[src/rtl/turbo_pkg.sv]
package turbo_pkg;

  // Half-period in clocks for a given rate selection: linear steps from fast to slow.
  function automatic int unsigned half_clocks(input int unsigned fast_half,
                                              input int unsigned slow_half,
                                              input logic [1:0]  sel);
    return fast_half + ((slow_half - fast_half) * int'(sel)) / 3;
  endfunction

endpackage

[src/rtl/turbo_phase_gen.sv]
module turbo_phase_gen #(
  parameter int unsigned CNT_W = 8
) (
  input  logic             clk,
  input  logic             rst_n,
  input  logic [CNT_W-1:0] half_len,
  output logic             phase
);

  logic [CNT_W-1:0] cnt_q;
  logic             wrap;

  assign wrap = (cnt_q >= half_len - CNT_W'(1));

  always_ff @(posedge clk or negedge rst_n) begin
    if (!rst_n) begin
      cnt_q <= '0;
      phase <= 1'b1;
    end else if (wrap) begin
      cnt_q <= '0;
      phase <= ~phase;
    end else begin
      cnt_q <= cnt_q + CNT_W'(1);
    end
  end

endmodule

[src/rtl/turbo_gate_bank.sv]
module turbo_gate_bank #(
  parameter int unsigned NUM_BTN = 8
) (
  input  logic               clk,
  input  logic               rst_n,
  input  logic               phase,
  input  logic [NUM_BTN-1:0] btn_raw,
  input  logic [NUM_BTN-1:0] turbo_en,
  output logic [NUM_BTN-1:0] btn_mod
);

  for (genvar i = 0; i < NUM_BTN; i++) begin : g_btn
    logic gated;
    assign gated = btn_raw[i] & (~turbo_en[i] | phase);

    always_ff @(posedge clk or negedge rst_n) begin
      if (!rst_n) btn_mod[i] <= 1'b0;
      else        btn_mod[i] <= gated;
    end
  end

endmodule

[src/rtl/turbo_modulator.sv]
module turbo_modulator #(
  parameter int unsigned NUM_BTN = 8,
  parameter int unsigned CLK_HZ  = 50_000_000
) (
  input  logic               clk,
  input  logic               rst_n,
  input  logic [1:0]         rate_sel,
  input  logic [NUM_BTN-1:0] btn_raw,
  input  logic [NUM_BTN-1:0] turbo_en,
  output logic [NUM_BTN-1:0] btn_mod
);

  // Full period 1/30 s at the fast end, 1/15 s at the slow end.
  localparam int unsigned HALF_FAST = CLK_HZ / 60;
  localparam int unsigned HALF_SLOW = CLK_HZ / 30;
  localparam int unsigned CNT_W     = $clog2(HALF_SLOW + 1);

  logic [CNT_W-1:0] half_len;
  logic             phase;

  always_comb begin
    half_len = CNT_W'(turbo_pkg::half_clocks(HALF_FAST, HALF_SLOW, rate_sel));
  end

  turbo_phase_gen #(.CNT_W(CNT_W)) u_phase (
    .clk      (clk),
    .rst_n    (rst_n),
    .half_len (half_len),
    .phase    (phase)
  );

  turbo_gate_bank #(.NUM_BTN(NUM_BTN)) u_gate (
    .clk      (clk),
    .rst_n    (rst_n),
    .phase    (phase),
    .btn_raw  (btn_raw),
    .turbo_en (turbo_en),
    .btn_mod  (btn_mod)
  );

endmodule

[config.mk]
export PLATFORM = sky130hd
export DESIGN_NAME = turbo_modulator
export DESIGN_NICKNAME = d
export VERILOG_FILES = /design/src/rtl/turbo_pkg.sv /design/src/rtl/turbo_phase_gen.sv /design/src/rtl/turbo_gate_bank.sv /design/src/rtl/turbo_modulator.sv
export SDC_FILE = /design/constraint.sdc
export NUM_CORES = 1
export LEC_CHECK = 0
export ABC_AREA = 1
export ABC_CLOCK_PERIOD_IN_PS = 1600
export BUFFER_PORTS_ARGS = -buffer_cell sky130_fd_sc_hd__buf_4
export CORE_ASPECT_RATIO = 1.2
export CORE_MARGIN = 2
export CORE_UTILIZATION = 59
export CTS_CLUSTER_SIZE = 40
export DETAILED_ROUTE_END_ITERATION = 8
export PLACE_DENSITY = 0.8
export SYNTH_ARGS = -nofsm -noshare
export SYNTH_HDL_FRONTEND = slang
export SYNTH_HIERARCHICAL = 1
export SYNTH_SLANG_ARGS = --single-unit
export TNS_END_PERCENT = 20
[constraint.sdc]
create_clock -name clk -period 1.6 [get_ports clk]
set_clock_uncertainty 0.1 [all_clocks]
set_input_delay 0.24 -clock clk [delete_from_list [all_inputs] [get_ports clk]]
set_output_delay 0.24 -clock clk [all_outputs]
set_load 0.03 [all_outputs]
==> run_results.csv, run 1 <==
group,metric,value,unit
clock_tree,numClockSinks,30,
placed_design,postPlaceCellArea,10400,µm²
floorplan,fp.dieH,126,µm
synthesis,synth_area,7260,µm²
synthesis,ys.warnings.count,6,
synthesis,synthTopCellsByArea,"nand2_1 (20%), dfrtp_1 (10%), nand3_1 (9.0%)",
clock_tree,postCtsSetupBuffers,57,
floorplan,design.portCount,28,
clock_tree,cts-root-to-sink-buffers,2,
outcome,flow.first_error,"[ERROR DPL-0033] detailed placement checks failed during check placement.",
synthesis,synth-seq-cells,30,
synthesis,synthCells,1274,
outcome,outcome,"stopped before the end",
floorplan,num_rows,44,
synthesis,fraction_of_synthesized_cell_area_taken_by_the_top_area_cell_type,20.1,%
clock_tree,cts_buf_count,5,
clock_tree,cts_hold_buf,1,
floorplan,initial_core_util,60.3,%
clock_tree,h-tree-depth,2,
floorplan,die_w,105,µm
placed_design,place_hpwl,24800,µm
synthesis,synth.yosys.seq_area_share,10.4,%
outcome,last-stage-reached,"clock tree synthesis (4_1_cts)",
placed_design,io_buffers,27,
clock_tree,clock-root-buffer,"clkbuf_16",
placed_design,gp_congestion,1.12,
synthesis,post-synth-top-area-cell,"nand2_1",
synthesis,synth_top_flop_cell,"dfrtp_1",
synthesis,async_reset_ff_share,100,%
synthesis,synthDistinctLibCells,49,
clock_tree,number_of_gates_resized_after_cts,219,
synthesis,mean_instance_size_in_the_synthesized_netlist,5.70,µm²
synthesis,synth_enable_flop_cells,0,
synthesis,syn-num-nets,1334,
-- stage by stage --
step | setup slack, ns | instances | util (%) | hold slack (ns)
3_5_place_dp | -8.61 | 1806 | 86.6 | 0.0813
3_3_place_gp | -7.94 | 1806 | 86.6 | 0.0823
2_1_floorplan | -7.20 | 1274 | - | -0.156
-- logic make-up after synthesis --
logic type                 Yosys count  synth area share (%)
xor gates and xnor gates            77                  9.28
adders and majority gates           40                  6.89
buffers and inverters              198                  11.7
DFF                                 30                  10.4
AOI/OAI and AO/OA                   83                  6.60
and+or+nand+nor                    846                  55.2
-- synth_stat cells (18+ instances only) --
| master | number |
|---|---|
| dfrtp_1 | 29 |
| nor3_1 | 18 |
| nand3_1 | 131 |
| a21oi_1 | 38 |
| nand2_1 | 389 |
| o21ai_0 | 18 |
| ha_1 | 40 |
| nor2_1 | 150 |
| nand2_2 | 26 |
| xnor2_1 | 19 |
| xor2_1 | 58 |
| inv_1 | 149 |
| nand4_1 | 51 |
==> inputs of run 2 (changes only) <==
--- a/config.mk
+++ b/config.mk
@@ -6,14 +6,12 @@
 export NUM_CORES = 1
 export LEC_CHECK = 0
 export ABC_AREA = 1
-export ABC_CLOCK_PERIOD_IN_PS = 1600
+export ABC_CLOCK_PERIOD_IN_PS = 2100
 export BUFFER_PORTS_ARGS = -buffer_cell sky130_fd_sc_hd__buf_4
-export CORE_ASPECT_RATIO = 1.2
 export CORE_MARGIN = 2
-export CORE_UTILIZATION = 59
-export CTS_CLUSTER_SIZE = 40
+export CORE_UTILIZATION = 40
 export DETAILED_ROUTE_END_ITERATION = 8
-export PLACE_DENSITY = 0.8
+export PLACE_DENSITY_LB_ADDON = 0.15
 export SYNTH_ARGS = -nofsm -noshare
 export SYNTH_HDL_FRONTEND = slang
 export SYNTH_HIERARCHICAL = 1
==> constraint.sdc (replaced) <==
create_clock -name clk -period 2.1 [get_ports clk]
set_clock_uncertainty 0.1 [all_clocks]
set_input_delay 0.315 -clock clk [delete_from_list [all_inputs] [get_ports clk]]
set_output_delay 0.315 -clock clk [all_outputs]
set_load 0.03 [all_outputs]
==> run 2 against run 1 <==
- the flow now finishes, with violations (negative setup slack)
- synthesized area unchanged
- synthesized cell count unchanged
==> run_results.csv, run 2 <==
group,metric,value,unit
critical_path,cpLargestDelayFamily,"simple AND/OR/NAND/NOR gates",
timing,timing.final.ws_setup,-7.38,ns
critical_path,crit_start,"rate_sel[0]",
synthesis,mean_instance_size_in_the_synthesized_netlist,5.70,µm²
power,fin_total_pwr,5.48,mW
synthesis,synth_top_flop_cell,"dfrtp_1",
routing,post_drt_wl_per_cell,14.8,µm
routing,drcViolationCount,0,
critical_path,crit_end,"u_phase/cnt_q[5]",
timing,rsz0062_at_grt,"true",
finish,layout-drive-gt1-share,44.1,%
synthesis,synth-seq-cells,30,
timing,post-route-min-period,9.48,ns
clock_tree,worst_setup_hold_path_clk_slew,0.05,ns
timing,totalNegativeSetupSlack,-161.23,ns
finish,area_of_combinational_cells_with_multiple_inputs,6670,µm²
timing,transition_at_the_pin_with_the_smallest_max_transition_slack,0.443,ns
critical_path,timing.critical_path.mode_cell,"nand2_2",
grt,pin_count_of_the_biggest_net_entering_global_routing,31,
finish,largest_register_ffs,21,
floorplan,design.portCount,28,
synthesis,post-synth-top-area-cell,"nand2_1",
power,p_leak,6.38,nW
critical_path,number_of_cells_traversed_by_the_worst_register_to_register_path,9,
finish,area_growth,66.4,%
floorplan,design.die.area,19300,µm²
grt,grt_usage,27.0,%
critical_path,worstReg2RegStart,"u_phase/cnt_q[4]",
critical_path,cp-start-kind,"input port",
synthesis,fraction_of_synthesized_cell_area_taken_by_the_top_area_cell_type,20.1,%
critical_path,critical_path_peak_fanout,8,
critical_path,cp-end-kind,"flip-flop",
synthesis,synth.yosys.seq_area_share,10.4,%
synthesis,syn-num-nets,1334,
finish,nNetsFinal,1764,
grt,grt_pass1_wl,43400,µm
finish,mostFrequentLayoutCells,"buf_4 (413), nand2_1 (308), inv_1 (139)",
routing,detail_route.vias_per_cell,5.10,
finish,registers.top_by_ff_count,"u_phase/cnt_q",
synthesis,synthTopCellsByArea,"nand2_1 (20%), dfrtp_1 (10%), nand3_1 (9.0%)",
timing,hold_ws,0.108,ns
critical_path,worstReg2RegEnd,"u_phase/cnt_q[5]",
floorplan,fp.dieH,139,µm
outcome,outcome,"finished, violations left",
synthesis,synth_enable_flop_cells,0,
critical_path,timing.critical_path.buf_inv,12,
synthesis,synth_area,7260,µm²
synthesis,ranking_of_synthesized_cells_by_instance_count,"nand2_1 (389), nor2_1 (150), inv_1 (149)",
timing,finalMaxSlewViolations,0,
synthesis,ys.warnings.count,6,
floorplan,placeableCoreArea,17900,µm²
grt,antenna_found_initial,0,
routing,drtAntennaViolNets,0,
placed_design,gp_congestion,0.981,
clock_tree,tritoncts,"yes",
grt,first_global_vias,9044,
power,power_per_cell_area,453,nW/µm²
routing,dr_total_vias,9867,
clock_tree,numClockSinks,30,
clock_tree,cts-root-to-sink-buffers,2,
critical_path,timing.critical_path.arrival,9.56,ns
finish,layout.cells.most_common,"buf_4",
timing,relSlewSlack,70.5,%
finish,largest_registers,"u_phase/cnt_q: 21 flops, u_gate/btn_mod: 8 flops, u_phase/phase: 1 flops",
routing,route.final.wire_length,28700,µm
timing,max_clock_freq,105,MHz
critical_path,ff2ff_setup_slack,0.19,ns
timing,hold_viol_final,0,
synthesis,synthCells,1274,
critical_path,critical_path_depth,81,
critical_path,timing_worst_setup_path_type,"input port to flip-flop",
hold_path,hold_path.class,"input port to flip-flop",
run,max_cap_viol_count,0,
timing,period_share,451,%
outcome,violations,"negative setup slack",
critical_path,critPathRequiredTime,2.18,ns
placed_design,place_hpwl,22400,µm
floorplan,num_rows,49,
clock_tree,cts_buf_count,5,
synthesis,synthDistinctLibCells,49,
finish,ff_latch_area,752,µm²
clock_tree,clk_latency,0.27,ns
finish,antenna_cells,0,
timing,setup_viol,22,
synthesis,async_reset_ff_share,100,%
floorplan,die_w,139,µm
finish,num-fill-cells,1619,
clock_tree,h-tree-depth,2,
floorplan,initial_core_util,40.6,%
finish,finish.cell_count_without_fillers,1934,
clock_tree,clock-root-buffer,"clkbuf_16",
grt,grt_remaining_overflow,0,
routing,number_of_drc_markers_after_the_initial_detailed_route_iteration,677,
placed_design,io_buffers,27,
power,vdd.ir_drop.worst,0.000540,V
critical_path,cpPeakStageDelay,0.30,ns
synthesis,synthMostInstantiatedCell,"nand2_1",
critical_path,slowest_stage,"ha_1",
routing,detailedRoute.firstPassIterationCount,5,
placed_design,place_inst,1858,
==> run 2: logic make-up after synthesis <==
kind of cell / Yosys count / share of synthesized area [%]
adders and majority gates: 40 / 6.89
buffers and inverters: 198 / 11.7
xor gates and xnor gates: 77 / 9.28
DFF: 30 / 10.4
AOI/OAI and AO/OA: 83 / 6.60
and+or+nand+nor: 846 / 55.2
==> run 2: worst min path at each step <==
stage | from | to | slack (ns) | depth (start not counted)
floorplan | rst_n | u_gate/btn_mod[0] | -0.08 | 0
global placement | rst_n | u_gate/btn_mod[7] | 0.16 | 1
detailed placement | rst_n | u_gate/btn_mod[7] | 0.16 | 1
CTS | turbo_en[5] | u_gate/btn_mod[5] | 0.11 | 2
global route | turbo_en[4] | u_gate/btn_mod[4] | 0.11 | 2
finish | turbo_en[7] | u_gate/btn_mod[7] | 0.11 | 2
==> run 2: where the power goes <==
| part | internal (mW) | switching [mW] | total [mW] |
|---|---|---|---|
| sequential | 0.601 | 0.0101 | 0.611 |
| combinational | 1.91 | 2.27 | 4.17 |
| clock | 0.471 | 0.226 | 0.696 |
| total | 2.98 | 2.50 | 5.48 |
==> run 2: per-layer routing <==
layer	GRT usage, %	part of all wire [%]	up-vias	wire length, µm
met4	3.46	1.3	0	364
met5	0	0	-	0
met3	2.18	4.4	34	1280
met1	37.2	45	4597	13000
li1	-	-	4955	-
met2	47.3	49	281	14000
==> run 2: layout make-up <==
| cell class | count | share of cell area [%] |
|---|---|---|
| clock buffers | 8 | 1.21 |
| inverters | 167 | 5.37 |
| multi-input cells | 1052 | 55.2 |
| flip-flops and latches | 30 | 6.22 |
| well taps | 229 | 2.37 |
| repair buffers | 448 | 29.6 |
==> run 2: what timing repair did <==
| action | in CTS | in global routing |
|---|---|---|
| buffers inserted | 23 | 35 |
| hold buffers | 1 | 0 |
| pin swaps | 28 | 119 |
| gates resized for setup | 42 | 209 |
| cloned | 2 | 7 |
| setup endpoints to repair | 22 | 22 |
| hold endpoints to repair | 29 | 0 |
==> run 2: metrics by stage <==
stage	utilization (%)	instance area, µm²	setup slack (ns)
global route	67.5	12100	-8.09
global placement	58.3	10400	-7.81
detailed placement	58.3	10400	-7.95
finish	67.5	12100	-7.38
CTS	61.2	10900	-7.30
floorplan	-	7440	-6.77
(Power assumes the default switching activity.)
